**config.mk**
```make
export PLATFORM = sky130hd
export DESIGN_NAME = tmr16_byte
export DESIGN_NICKNAME = d
export VERILOG_FILES = /design/src/rtl/tmr16_pkg.sv /design/src/rtl/tmr16_bus.sv /design/src/rtl/tmr16_cnt.sv /design/src/rtl/tmr16_chan.sv /design/src/rtl/tmr16_byte.sv
export SDC_FILE = /design/constraint.sdc
export NUM_CORES = 1
export LEC_CHECK = 0
export ABC_AREA = 1
export BUFFER_PORTS_ARGS = -buffer_cell sky130_fd_sc_hd__clkbuf_2
export CORE_UTILIZATION = 30
export DETAILED_ROUTE_END_ITERATION = 8
export GPL_ROUTABILITY_DRIVEN = 0
export HOLD_SLACK_MARGIN = 0.12
export SLEW_MARGIN = 20
export SYNTH_ARGS = -nofsm -noshare
export SYNTH_HDL_FRONTEND = slang
export SYNTH_SLANG_ARGS = --single-unit
```
**constraint.sdc**
```tcl
create_clock -name clk -period 4 [get_ports clk]
set_clock_uncertainty 0.2 [all_clocks]
set_input_delay 0.2 -clock clk [delete_from_list [all_inputs] [get_ports clk]]
set_output_delay 0.2 -clock clk [all_outputs]
set_load 0.02 [all_outputs]
```
**src/rtl/tmr16_pkg.sv**
```systemverilog
package tmr16_pkg;
   localparam int ADDR_W = 4;

   typedef enum logic [1:0] {
      WM_OFF = 2'b00,
      WM_TOG = 2'b01,
      WM_LOW = 2'b10,
      WM_HIGH = 2'b11
   } wmode_t;

   localparam logic [ADDR_W-1:0] A_CTRL  = 4'd8;
   localparam logic [ADDR_W-1:0] A_FORCE = 4'd9;
   localparam logic [ADDR_W-1:0] A_FLAGS = 4'd10;

   function automatic logic wave_apply(input wmode_t m, input logic cur);
      case (m)
         WM_TOG:  return ~cur;
         WM_LOW:  return 1'b0;
         WM_HIGH: return 1'b1;
         default: return cur;
      endcase
   endfunction
endpackage

```
**src/rtl/tmr16_bus.sv**
```systemverilog
module tmr16_bus
   import tmr16_pkg::*;
#(
   parameter int BUS_W = 8,
   parameter int CNT_W = 16,
   parameter int NCH   = 2
) (
   input  logic                         clk,
   input  logic                         rst_n,
   input  logic                         wr_en,
   input  logic                         rd_en,
   input  logic [ADDR_W-1:0]            addr,
   input  logic [BUS_W-1:0]             wdata,
   input  logic [CNT_W-1:0]             cnt_q,
   input  logic [NCH-1:0][CNT_W-1:0]    cmp_q,
   input  logic [CNT_W-1:0]             cap_q,
   input  logic [NCH:0]                 flags_q,
   output logic [BUS_W-1:0]             rdata,
   output logic [CNT_W-1:0]             wval,
   output logic                         cnt_wr,
   output logic [NCH-1:0]               cmp_wr,
   output logic                         cap_wr,
   output logic [NCH-1:0]               frc,
   output logic [NCH:0]                 flag_clr,
   output logic                         ctc,
   output logic [NCH-1:0][1:0]          wmode
);
   localparam int CTRL_W = 1 + 2*NCH;

   if (NCH != 2) begin : g_bad_nch
      $error("tmr16_bus: address map holds exactly two compare channels");
   end

   logic [BUS_W-1:0]  hold_q;
   logic [CTRL_W-1:0] ctrl_q;
   logic [CNT_W-1:0]  sel16;
   logic              wide, lo, hi;

   assign wide = (addr[3] == 1'b0);
   assign lo   = wide && !addr[0];
   assign hi   = wide && addr[0];

   always_comb begin
      case (addr[2:1])
         2'd0:    sel16 = cnt_q;
         2'd1:    sel16 = cmp_q[0];
         2'd2:    sel16 = cmp_q[1];
         default: sel16 = cap_q;
      endcase
   end

   assign wval   = {hold_q, wdata};
   assign cnt_wr = wr_en && lo && (addr[2:1] == 2'd0);
   assign cap_wr = wr_en && lo && (addr[2:1] == 2'd3);

   for (genvar i = 0; i < NCH; i++) begin : g_ch
      assign cmp_wr[i] = wr_en && lo && (addr[2:1] == 2'(i + 1));
      assign wmode[i]  = ctrl_q[2*i+1 +: 2];
   end

   assign frc      = (wr_en && addr == A_FORCE) ? wdata[NCH-1:0] : '0;
   assign flag_clr = (wr_en && addr == A_FLAGS) ? wdata[NCH:0]   : '0;
   assign ctc      = ctrl_q[0];

   always_ff @(posedge clk) begin
      if (!rst_n) begin
         hold_q <= '0;
         ctrl_q <= '0;
      end else begin
         if (wr_en && hi)
            hold_q <= wdata;
         else if (rd_en && lo)
            hold_q <= sel16[CNT_W-1:BUS_W];
         if (wr_en && addr == A_CTRL)
            ctrl_q <= wdata[CTRL_W-1:0];
      end
   end

   always_comb begin
      rdata = '0;
      if (lo)
         rdata = sel16[BUS_W-1:0];
      else if (hi)
         rdata = hold_q;
      else if (addr == A_CTRL)
         rdata = BUS_W'(ctrl_q);
      else if (addr == A_FLAGS)
         rdata = BUS_W'(flags_q);
   end

   // force location never returns data
   p_force_reads_zero_r10: assert property (@(posedge clk) disable iff (!rst_n)
      (addr == A_FORCE) |-> (rdata == '0));
   // an odd read right after an even read of the same register returns the parked upper half
   p_split_read_r3: assert property (@(posedge clk) disable iff (!rst_n)
      (rd_en && lo && !wr_en) |=> (hi && $past(addr[2:1]) == addr[2:1]) |-> (rdata == $past(sel16[CNT_W-1:BUS_W])));
endmodule

```
**src/rtl/tmr16_cnt.sv**
```systemverilog
module tmr16_cnt #(
   parameter int CNT_W = 16
) (
   input  logic             clk,
   input  logic             rst_n,
   input  logic             tick,
   input  logic             ctc,
   input  logic [CNT_W-1:0] top,
   input  logic             cnt_wr,
   input  logic             cap_wr,
   input  logic [CNT_W-1:0] wval,
   input  logic             cap_in,
   input  logic             ovf_clr,
   output logic [CNT_W-1:0] cnt_q,
   output logic [CNT_W-1:0] cap_q,
   output logic             ovf_q,
   output logic             blk_q
);
   logic at_top, at_max, ovf_set;

   assign at_top  = (cnt_q == top);
   assign at_max  = &cnt_q;
   assign ovf_set = tick && !cnt_wr && !ctc && at_max;

   always_ff @(posedge clk) begin
      if (!rst_n) begin
         cnt_q <= '0;
         blk_q <= 1'b0;
         ovf_q <= 1'b0;
         cap_q <= '0;
      end else begin
         if (cnt_wr) begin
            cnt_q <= wval;
            blk_q <= 1'b1;
         end else if (tick) begin
            blk_q <= 1'b0;
            cnt_q <= (ctc && at_top) ? '0 : cnt_q + 1'b1;
         end
         if (ovf_set)
            ovf_q <= 1'b1;
         else if (ovf_clr)
            ovf_q <= 1'b0;
         if (cap_wr)
            cap_q <= wval;
         else if (cap_in)
            cap_q <= cnt_q;
      end
   end

   p_count_up_r5: assert property (@(posedge clk) disable iff (!rst_n)
      (tick && !cnt_wr && !(ctc && at_top)) |=> (cnt_q == CNT_W'($past(cnt_q) + 1'b1)));
   p_count_hold_r5: assert property (@(posedge clk) disable iff (!rst_n)
      (!tick && !cnt_wr) |=> $stable(cnt_q));
   p_wrap_ovf_r5: assert property (@(posedge clk) disable iff (!rst_n)
      (tick && !cnt_wr && !ctc && at_max) |=> (ovf_q && cnt_q == '0));
   p_ctc_reload_r6: assert property (@(posedge clk) disable iff (!rst_n)
      (tick && !cnt_wr && ctc && at_top) |=> (cnt_q == '0));
   p_ctc_no_ovf_r6: assert property (@(posedge clk) disable iff (!rst_n)
      (ctc && !ovf_q) |=> !ovf_q);
   p_capture_r12: assert property (@(posedge clk) disable iff (!rst_n)
      (cap_in && !cap_wr) |=> (cap_q == $past(cnt_q)));
endmodule

```
**src/rtl/tmr16_chan.sv**
```systemverilog
module tmr16_chan
   import tmr16_pkg::*;
#(
   parameter int CNT_W = 16
) (
   input  logic             clk,
   input  logic             rst_n,
   input  logic             tick,
   input  logic             blk,
   input  logic [CNT_W-1:0] cnt_q,
   input  logic             cmp_wr,
   input  logic [CNT_W-1:0] wval,
   input  wmode_t           mode,
   input  logic             frc,
   input  logic             clr,
   output logic [CNT_W-1:0] cmp_q,
   output logic             flag_q,
   output logic             wave_o
);
   logic hit, wave_q;

   assign hit    = tick && !blk && (cnt_q == cmp_q);
   assign wave_o = (mode != WM_OFF) && wave_q;

   always_ff @(posedge clk) begin
      if (!rst_n) begin
         cmp_q  <= '0;
         flag_q <= 1'b0;
         wave_q <= 1'b0;
      end else begin
         if (cmp_wr)
            cmp_q <= wval;
         if (hit)
            flag_q <= 1'b1;
         else if (clr)
            flag_q <= 1'b0;
         if (hit || frc)
            wave_q <= wave_apply(mode, wave_q);
      end
   end

   p_force_no_flag_r9: assert property (@(posedge clk) disable iff (!rst_n)
      (frc && !flag_q && !(tick && !blk && cnt_q == cmp_q)) |=> !flag_q);
   p_blocked_no_flag_r8: assert property (@(posedge clk) disable iff (!rst_n)
      (tick && blk && !flag_q) |=> !flag_q);
   p_w1c_r11: assert property (@(posedge clk) disable iff (!rst_n)
      (clr && !(tick && !blk && cnt_q == cmp_q)) |=> !flag_q);
   p_match_sets_r7: assert property (@(posedge clk) disable iff (!rst_n)
      (tick && !blk && cnt_q == cmp_q) |=> flag_q);
endmodule

```
**src/rtl/tmr16_byte.sv**
```systemverilog
module tmr16_byte
   import tmr16_pkg::*;
#(
   parameter int BUS_W = 8,
   parameter int CNT_W = 16
) (
   input  logic              clk,
   input  logic              rst_n,
   input  logic              tick,
   input  logic              wr_en,
   input  logic              rd_en,
   input  logic [ADDR_W-1:0] addr,
   input  logic [BUS_W-1:0]  wdata,
   output logic [BUS_W-1:0]  rdata,
   input  logic              cap_in,
   output logic              wave_a,
   output logic              wave_b,
   output logic              flag_a,
   output logic              flag_b,
   output logic              flag_ovf
);
   localparam int NCH = 2;

   if (CNT_W != 2*BUS_W) begin : g_bad_width
      $error("tmr16_byte: counter must be exactly two bus bytes wide");
   end

   logic [CNT_W-1:0]           cnt_q, cap_q, wval;
   logic [NCH-1:0][CNT_W-1:0]  cmp_v;
   logic [NCH-1:0][1:0]        wmode;
   logic [NCH-1:0]             cmp_wr, frc, flag_v, wave_v;
   logic [NCH:0]               flag_clr;
   logic                       cnt_wr, cap_wr, ctc, ovf_q, blk_q;

   tmr16_bus #(.BUS_W(BUS_W), .CNT_W(CNT_W), .NCH(NCH)) u_bus (
      .clk(clk), .rst_n(rst_n), .wr_en(wr_en), .rd_en(rd_en), .addr(addr),
      .wdata(wdata), .cnt_q(cnt_q), .cmp_q(cmp_v), .cap_q(cap_q),
      .flags_q({ovf_q, flag_v}), .rdata(rdata), .wval(wval), .cnt_wr(cnt_wr),
      .cmp_wr(cmp_wr), .cap_wr(cap_wr), .frc(frc), .flag_clr(flag_clr),
      .ctc(ctc), .wmode(wmode)
   );

   tmr16_cnt #(.CNT_W(CNT_W)) u_cnt (
      .clk(clk), .rst_n(rst_n), .tick(tick), .ctc(ctc), .top(cmp_v[0]),
      .cnt_wr(cnt_wr), .cap_wr(cap_wr), .wval(wval), .cap_in(cap_in),
      .ovf_clr(flag_clr[NCH]), .cnt_q(cnt_q), .cap_q(cap_q), .ovf_q(ovf_q),
      .blk_q(blk_q)
   );

   for (genvar i = 0; i < NCH; i++) begin : g_chan
      tmr16_chan #(.CNT_W(CNT_W)) u_chan (
         .clk(clk), .rst_n(rst_n), .tick(tick), .blk(blk_q), .cnt_q(cnt_q),
         .cmp_wr(cmp_wr[i]), .wval(wval), .mode(wmode_t'(wmode[i])),
         .frc(frc[i]), .clr(flag_clr[i]), .cmp_q(cmp_v[i]),
         .flag_q(flag_v[i]), .wave_o(wave_v[i])
      );
   end

   assign wave_a   = wave_v[0];
   assign wave_b   = wave_v[1];
   assign flag_a   = flag_v[0];
   assign flag_b   = flag_v[1];
   assign flag_ovf = ovf_q;

   // everything observable is clear in the first cycle after reset
   p_reset_clear_r1: assert property (@(posedge clk)
      !rst_n |=> (!flag_a && !flag_b && !flag_ovf && !wave_a && !wave_b));
   // a force strobe alone never moves the counter
   p_force_keeps_count_r9: assert property (@(posedge clk) disable iff (!rst_n)
      ((|frc) && !tick && !cnt_wr) |=> $stable(cnt_q));
endmodule

```
# Yosys cells after proc, flatten, opt, wreduce, memory -nomap -nowiden
# Index checks and enable logic that the tools add are counted.
# W data, S select, Z words.
op_classes:
  n_addsub: 1
  n_eq_ne: 14
  n_bitwise: 3
  reduce_logical: 41
  mux: 24
ops:
  columns: ["operator", "n"]
  rows:
  - ["$mux W16", 5]
  - ["$pmux W16 S3", 1]
  - ["$mux W8", 5]
  - ["$eq A16 B16 Y1", 2]
  - ["$logic_and A1 B1 Y1", 21]
  - ["$add A16 B1 Y16 const B", 1]
  - ["$reduce_and A16 Y1", 1]
  - ["$reduce_bool A2 Y1", 8]
  - ["$eq A2 B2 Y1 const B", 6]
  - ["$eq A4 B4 Y1 const B", 3]
  - ["$mux W1", 8]
  - ["$eq A2 B1 Y1 const B", 3]
  - ["$mux W3", 2]
  - ["$pmux W1 S3", 2]
  - ["$reduce_bool A3 Y1", 2]
  - ["$logic_not A1 Y1", 4]
  - ["$reduce_and A2 Y1", 2]
  - ["$not A1 Y1", 3]
  - ["$logic_not A2 Y1", 1]
  - ["$logic_or A1 B1 Y1", 2]
  - ["$mux W2", 1]
word_totals:
  in_bits: 18
  ff_bits: 83

# Longest topological paths before layout
# Gate-level depths: netlist of run 1.
logic_depth:
  ltp_word: 9
  ltp_mapped: 12
  mapped_depth_nobuf: 11

# Hierarchy
# Synthesis of run 1 repeated with hierarchy kept, for this count alone.
unflattened:
  hier_cells: 850
  hier_area_um2: 5496.5
by_module_without_submodules:
  columns: ["module", "area_per_inst_um2", "n_inst", "cells_per_inst", "seq_area_each_um2"]
  rows:
  - ["tmr16_cnt", 2209.6, 1, 288, 680.7]
  - ["tmr16_chan", 948.4, 2, 152, 360.3]
  - ["tmr16_bus", 1390.1, 1, 258, 260.2]

# Worst setup path after synthesis of run 1
# No wires, ideal clock.
synth_path:
  kind: "reg2reg"
  start: "register u_cnt.cnt_q[1]"
  end: "register u_cnt.cnt_q[14]"
  path_stages_with_launch: 9
  setup_slack_ns: 2.298
  arrival_time_ns: 1.369
  path_buffers: 0
  setup_time_ns: 0.132
  cell_sequence: "dfxtp_1 > ha_1 > nand4_1 > nor2_1 > nand3b_1 > nor2_1 > nand2_1 > nand4_1 > a21oi_1"
synth_via:
  elab_chain_cells: 5
  word_cells_on_any_way: 6
synth_lines:
  columns: ["element", "line", "text"]
  rows:
  - ["start: declaration", "tmr16_cnt.sv:14", "output logic [CNT_W-1:0] cnt_q,"]
  - ["start signal: assignment", "tmr16_cnt.sv:33", "cnt_q <= wval;"]
  - ["start signal: assignment", "tmr16_cnt.sv:37", "cnt_q <= (ctc && at_top) ? '0 : cnt_q + 1'b1;"]
  - ["parallel branches: the longest is 2 deep, another holds $add A16 B1 Y16", null, null]
  - ["$mux W16 (*)", "tmr16_cnt.sv:37", null]
  - ["$mux W16 (*)", "tmr16_cnt.sv:35", "end else if (tick) begin"]
  - ["$mux W16 (*)", "tmr16_cnt.sv:32", "if (cnt_wr) begin"]
# Mark *: on every way between the ends. The select of a mux whose other input is x is not followed.
# A chain may end at the register's enable or synchronous reset.

# Worst setup path after layout of run 1
layout_path:
  start: "input port addr[1]"
  end: "register u_bus.ctrl_q[3]"
layout_via:
  elab_chain_cells: 2
layout_lines:
  columns: ["element", "line", "text"]
  rows:
  - ["start: declaration", "tmr16_byte.sv:12", "input logic [ADDR_W-1:0] addr,"]
  - ["$eq A4 B4 Y1", "tmr16_bus.sv:74", "if (wr_en && addr == A_CTRL)"]
  - ["$logic_and A1 B1 Y1", "tmr16_bus.sv:74", null]
  - ["end signal: assignment", "tmr16_bus.sv:75", "ctrl_q <= wdata[CTRL_W-1:0];"]
  - ["end: declaration", "tmr16_bus.sv:35", "logic [CTRL_W-1:0] ctrl_q;"]
# No other way between the ends.

==> impl_metrics.csv, run 1 <==
group,metric,value,unit
cts,clockBufferDepth,2,
logic_synthesis,synth_edf_count,0,
logic_synthesis,ys_ff_latch,83,
power_and_ir_drop,p_leak,2.12,nW
setup_path,criticalPathCategory,"input pin to register",
cts,path_clk_slew,0.07,ns
floorplanning,top_level_ports,31,
sta,max_freq,0.355,GHz
global_routing,overflow,0,
global_routing,grt_max_degree,43,
cts,worstSkewPairLatency,0.35,ns
cells_and_area,fin_nets,766,
global_routing,grt_pass1_vias,4456,
detailed_routing,route.detailed.drc,0,
setup_path,arrival,2.85,ns
logic_synthesis,yosysTopAreaCell,"dfxtp_1",
cells_and_area,final_layout_size_suffix_gt1_share,10.1,%
floorplanning,core,15400,um2
worst_hold_path,min_path_type,"input pin to register",
placement,numPortBuffers,30,
detailed_routing,ant_nets,0,
sta,worstMarginPinSlew,0.758,ns
placement,dpl.hpwl,10900,um
floorplanning,fp.dieH,128,um
cells_and_area,antenna_cells,0,
sta,slew_headroom,49.3,%
detailed_routing,drt_iter0_markers,461,
logic_synthesis,seq_area_frac_synth,34.8,%
job,cap_violations,0,
cells_and_area,areaGrowthSynthToFinish,14.7,%
cts,cts_buffers,9,
setup_path,cp-start-kind,"input pin",
logic_synthesis,synth_nets,743,
run_status,status,"completed",
logic_synthesis,ys_types,38,
global_routing,track_usage,19.8,%
logic_synthesis,yosysTopAreaCellShare,34.8,%
logic_synthesis,avgSynthCellArea,6.59,um2
detailed_routing,via_count,4955,
logic_synthesis,synth_area,4770,um2
sta,rsz0062_at_grt,"no",
setup_path,cp_max_fo,12,
logic_synthesis,yosys_warnings,0,
global_routing,grt_antenna_before_repair,0,
logic_synthesis,synth_async_sr_flop_share,0,%
logic_synthesis,synthTopCellsByArea,"dfxtp_1, nand2_1, a21oi_1",
power_and_ir_drop,peakVddDrop,0.000219,V
power_and_ir_drop,power.density,370,nW/um2
sta,period_share,70.4,%
floorplanning,dieWidth,128,um
setup_path,crit_path_end_kind,"register",
cts,cts_setup_buffers,0,
sta,hold_viol_final,0,
sta,drv_slew,0,
global_routing,grt_pass1_wl,24800,um
sta,fin_tns_setup,0,ns
setup_path,required,4.03,ns
logic_synthesis,synthesis.instances,724,
cts,cts.sinks,83,
cts,cts_tree,"done",
detailed_routing,avgRoutedWirePerCell,16.3,um
detailed_routing,via_per_inst,5.15,
cts,h-tree-depth,3,
floorplanning,dieArea,16400,um2
cts,cts_root_buffer,"clkbuf_16",
logic_synthesis,synth_flop_cell,"dfxtp_1",
floorplanning,num_rows,45,
sta,min_period,2.82,ns
detailed_routing,wl,15700,um
detailed_routing,drtPass1Iterations,5,
cells_and_area,final_util,35.6,%
sta,finalSetupViolCount,0,
floorplanning,start_util,31.1,%
stage by stage:
stage          area [um2]  setup slack (ns)  power [W]  std cells  hold slack [ns]
6_report             5480              1.18    0.00203        963            0.165
5_1_grt              5480             0.992    0.00210        963            0.191
4_1_cts              5480              1.23    0.00203        963            0.152
3_5_place_dp         4990              1.75    0.00108        932            0.276
3_3_place_gp         4990              1.77    0.00108        932            0.254
2_1_floorplan        4770              2.30    0.00102        724            0.166
cell usage in the layout, fill, tap and decap left out, types with 2 or more instances in the layout:
master         Yosys  final
a21oi_1           93     93
a221oi_1           6      6
buf_4              6      3
bufinv_16          0      2
clkbuf_16          0      9
clkbuf_2           0     30
clkbuf_8           0      2
clkinv_4           0      2
dfxtp_1           83     83
dlygate4sd3_1      0     15
inv_1            108    108
inv_2              8      8
nand2_1          151    151
nand2_2            3      3
nand2_4            2      2
nand3_1           16     16
nand3_2            2      2
nand4_1           16     16
nor2_1            35     35
nor2_2             3      3
nor2_4             5      5
nor3_1             4      4
o21a_1             4      4
o21ai_0           86     86
o21ai_1            4      4
o221ai_1           6      6
o22ai_1           36     36
xnor2_1            2      2
xor2_1             5      5
layout make-up:
class	count	area, um2
clock buffers	11	253
fillers	1643	9890
clock inverters	5	85.1
well taps	211	264
multi-input cells	487	2440
flip-flops and latches	83	1660
repair buffers	48	323
inverters	118	445
report_power, final:
part	switching [W]	internal, W	total (W)
sequential	0.0000200	0.000847	0.000867
clock	0.000365	0.000584	0.000949
combinational	0.000148	0.0000645	0.000213
state kept, by name, summed over array words and instances (netlist names):
name and count:
u_bus.ctrl_q 5, g_chan.u_chan.wave_q 2, g_chan.u_chan.cmp_q 32, g_chan.u_chan.flag_q 2, u_cnt.blk_q 1, u_cnt.cnt_q 16
u_cnt.ovf_q 1, u_cnt.cap_q 16, u_bus.hold_q 8
kinds of logic (layout without fill, tap and decap cells):
| group | Yosys count | count (layout) | share of synthesized area [%] |
|---|---|---|---|
| AOI/OAI and AO/OA | 237 | 237 | 27.0 |
| buffers and inverters | 154 | 182 | 14.0 |
| xor gates and xnor gates | 7 | 7 | 1.28 |
| DFF | 83 | 83 | 34.8 |
| adders and majority gates | 1 | 1 | 0.262 |
| and+or+nand+nor | 242 | 242 | 22.6 |
routing by layer:
layer | share of wire (%) | vias up | track usage (%) | wire length (um)
met4 | 3.1 | 0 | 8.03 | 483
li1 | - | 2455 | - | -
met3 | 6.4 | 35 | 3.26 | 1010
met5 | 0 | - | 0 | 0
met1 | 45 | 2279 | 27.7 | 7130
met2 | 45 | 186 | 30.2 | 7060
critical path: stages:
cell and delay (ns):
clkbuf_2 0.13, nor2_2 0.53, buf_4 0.28, nand2_1 0.13
inv_1 0.12, nand2_2 0.13, o21ai_0 0.16, dlygate4sd3_1 0.57
a21oi_1 0.04, dlygate4sd3_1 0.55
timing repair:
item	4_1_cts	5_1_grt
gates resized for setup	0	0
hold buffers	15	0
endpoints found under the hold margin	41	0
synthesized netlist by cell type, types with 2 or more instances:
master,n
dfxtp_1,83
nor2_2,3
buf_4,6
o21ai_0,86
inv_2,8
o21ai_1,4
inv_1,108
o221ai_1,6
nor2_1,35
xnor2_1,2
o21a_1,4
nand2_4,2
nor3_1,4
nand2_2,3
nor2_4,5
buf_6,4
nand3_2,2
clkbuf_1,11
o22ai_1,36
a221oi_1,6
buf_2,13
nand2_1,151
nand3_1,16
xor2_1,5
a21oi_1,93
nand4_1,16
worst paths after layout:
| path | startpoint | to | slack [ns] | cells after the start |
|---|---|---|---|---|
| setup / recovery | addr[1] | u_bus.ctrl_q[3] | 1.18 | 10 |
| setup reg to reg | u_cnt.cnt_q[11] | u_cnt.cnt_q[0] | 1.71 | 10 |
| hold / removal | addr[3] | g_chan[0].u_chan.wave_q | 0.16 | 5 |
| hold reg to reg | u_cnt.blk_q | u_cnt.blk_q | 0.28 | 2 |
(Power assumes the default switching activity.)
==> run 2, diff against run 1 <==
==> constraint.sdc (replaced) <==
create_clock -name clk -period 2.8 [get_ports clk]
set_clock_uncertainty 0.2 [all_clocks]
set_input_delay 0.14 -clock clk [delete_from_list [all_inputs] [get_ports clk]]
set_output_delay 0.14 -clock clk [all_outputs]
set_load 0.02 [all_outputs]
==> run 2 against run 1 <==
  * First-iteration DRC count unchanged
  * Flip-flop and latch count is the same
  * Core utilization increased by 0.67 points
  * Non-clock buffer count up 8
  * Critical path depth fell by 1
  * Count of clock-buffer cells in the layout stayed put
  * Wire length up 1.7%
  * Sequential power increased by 43%
  * Largest power group unchanged
  * Power rose by 49%
  * Die area did not move
  * Sequential share of layout area down 0.54 points
  * Critical path type unchanged
  * Global-route usage rose by 0.25 points
==> impl_metrics.csv, run 2 (same netlist as run 1, synthesis figures left out) <==
group,metric,value,unit
run_status,status,"completed",
cts,worstSkewPairLatency,0.35,ns
setup_path,cp-start-kind,"input pin",
cts,cts_root_buffer,"clkbuf_16",
floorplanning,dieWidth,128,um
cells_and_area,finalNonFillerCells,971,
floorplanning,num_rows,45,
global_routing,grt_pass1_wl,24900,um
sta,max_freq,0.381,GHz
cts,cts_buffers,9,
setup_path,r2r-start,"u_cnt.cnt_q[1]",
power_and_ir_drop,power,0.00302,W
power_and_ir_drop,power.density,541,nW/um2
detailed_routing,avgRoutedWirePerCell,16.4,um
cells_and_area,largest_register,"g_chan.u_chan.cmp_q",
detailed_routing,drtPass1Iterations,5,
floorplanning,fp.dieH,128,um
cells_and_area,fin_nets,774,
job,cap_violations,0,
global_routing,grt_pass1_vias,4613,
detailed_routing,via_per_inst,5.20,
cells_and_area,antenna_cells,0,
setup_path,cp_max_fo,3,
sta,hold_slack,0.125,ns
cells_and_area,final_layout_size_suffix_gt1_share,10.5,%
sta,drv_slew,0,
worst_hold_path,holdPathStages,5,
setup_path,crit_path_end_kind,"register",
setup_path,arrival,2.67,ns
sta,worstMarginPinSlew,0.697,ns
setup_path,regToRegEndpoint,"u_cnt.ovf_q",
cells_and_area,final_common_cell,"nand2_1",
worst_hold_path,hold_end,"g_chan[0].u_chan.flag_q",
worst_hold_path,min_path_type,"input pin to register",
cts,cts.sinks,83,
placement,numPortBuffers,30,
sta,rsz0062_at_grt,"no",
power_and_ir_drop,peakVddDrop,0.000282,V
worst_hold_path,hp-start,"addr[0]",
floorplanning,dieArea,16400,um2
global_routing,grt_antenna_before_repair,0,
placement,dpl_cell_area,5010,um2
cells_and_area,fin_area,5580,um2
detailed_routing,wl,15900,um
cts,path_clk_slew,0.07,ns
cts,clockBufferDepth,2,
detailed_routing,drt_iter0_markers,461,
sta,fin_tns_setup,0,ns
power_and_ir_drop,p_leak,2.17,nW
floorplanning,top_level_ports,31,
setup_path,criticalPathCategory,"input pin to register",
sta,period_share,93.8,%
setup_path,r2r_setup_slack,0.23,ns
cells_and_area,largest_reg_flops,32,
detailed_routing,via_count,5047,
floorplanning,start_util,31.1,%
sta,finalSetupViolCount,0,
detailed_routing,ant_nets,0,
cells_and_area,top_regs,"g_chan.u_chan.cmp_q x32, u_cnt.cap_q x16, u_cnt.cnt_q x16",
placement,dpl.hpwl,11100,um
sta,hold_viol_final,0,
global_routing,overflow,0,
floorplanning,core,15400,um2
detailed_routing,route.detailed.drc,0,
sta,slew_headroom,53.5,%
sta,min_period,2.63,ns
cts,cts_setup_buffers,0,
setup_path,rr_worst_depth,8,
cts,cts_tree,"done",
cells_and_area,areaGrowthSynthToFinish,16.9,%
global_routing,grt_max_degree,34,
cells_and_area,final_cell_mix,"nand2_1, inv_1, a21oi_1, o21ai_0, dfxtp_1",
setup_path,required,2.84,ns
cts,h-tree-depth,3,
placement,dpl.cell_count,935,
global_routing,track_usage,20.1,%
[run 2: area by class of cell]
type / count / area (um2)
flip-flops and latches: 83 / 1660
inverters: 118 / 445
well taps: 211 / 264
clock buffers: 11 / 233
fillers: 1650 / 9790
repair buffers: 56 / 395
multi-input cells: 487 / 2450
clock inverters: 5 / 125
[run 2: metal layers]
layer	global-route usage, %	routed length [um]
met5	0	0
met3	5.47	1310
met2	30.9	7050
met4	9.41	568
met1	25.9	7020
[run 2: worst max-delay path by stage]
stage | startpoint | to | slack [ns] | depth (start not counted)
after floorplan | u_cnt.cnt_q[1] | u_cnt.cnt_q[14] | 1.10 | 8
after global placement | u_cnt.cnt_q[0] | u_cnt.cnt_q[14] | 0.63 | 8
after detailed placement | u_cnt.cnt_q[7] | u_cnt.cnt_q[0] | 0.62 | 10
after CTS | wr_en | u_cnt.ovf_q | 0.09 | 9
after global routing | u_cnt.cnt_q[1] | u_cnt.ovf_q | 0.02 | 8
final | wr_en | u_cnt.ovf_q | 0.17 | 9
[run 2: metrics by stage]
stage	util, %	setup WS [ns]
after floorplan	-	1.10
after global placement	32.6	0.625
after detailed placement	32.6	0.620
after CTS	36.2	0.0855
after global routing	36.3	0.0214
final	36.3	0.174
[run 2: repair_timing]
item | in CTS | in global routing
endpoints found under the hold margin | 39 | 0
resized for setup | 0 | 3
setup endpoints to repair | 0 | 1
hold buffers | 20 | 0
[run 2: power breakdown]
part           internal [W]  leakage, nW  switching (W)
clock network      0.000962        0.174       0.000507
registers           0.00121        0.672      0.0000292
logic             0.0000953         1.33       0.000214
[run 2: critical path, cell delays in order]
cell	delay [ns]
dlygate4sd3_1	0.52
clkbuf_2	0.13
inv_1	0.09
nor4_2	0.40
nand2_1	0.09
dlygate4sd3_1	0.58
nand2_1	0.07
a21oi_1	0.06
dlygate4sd3_1	0.58
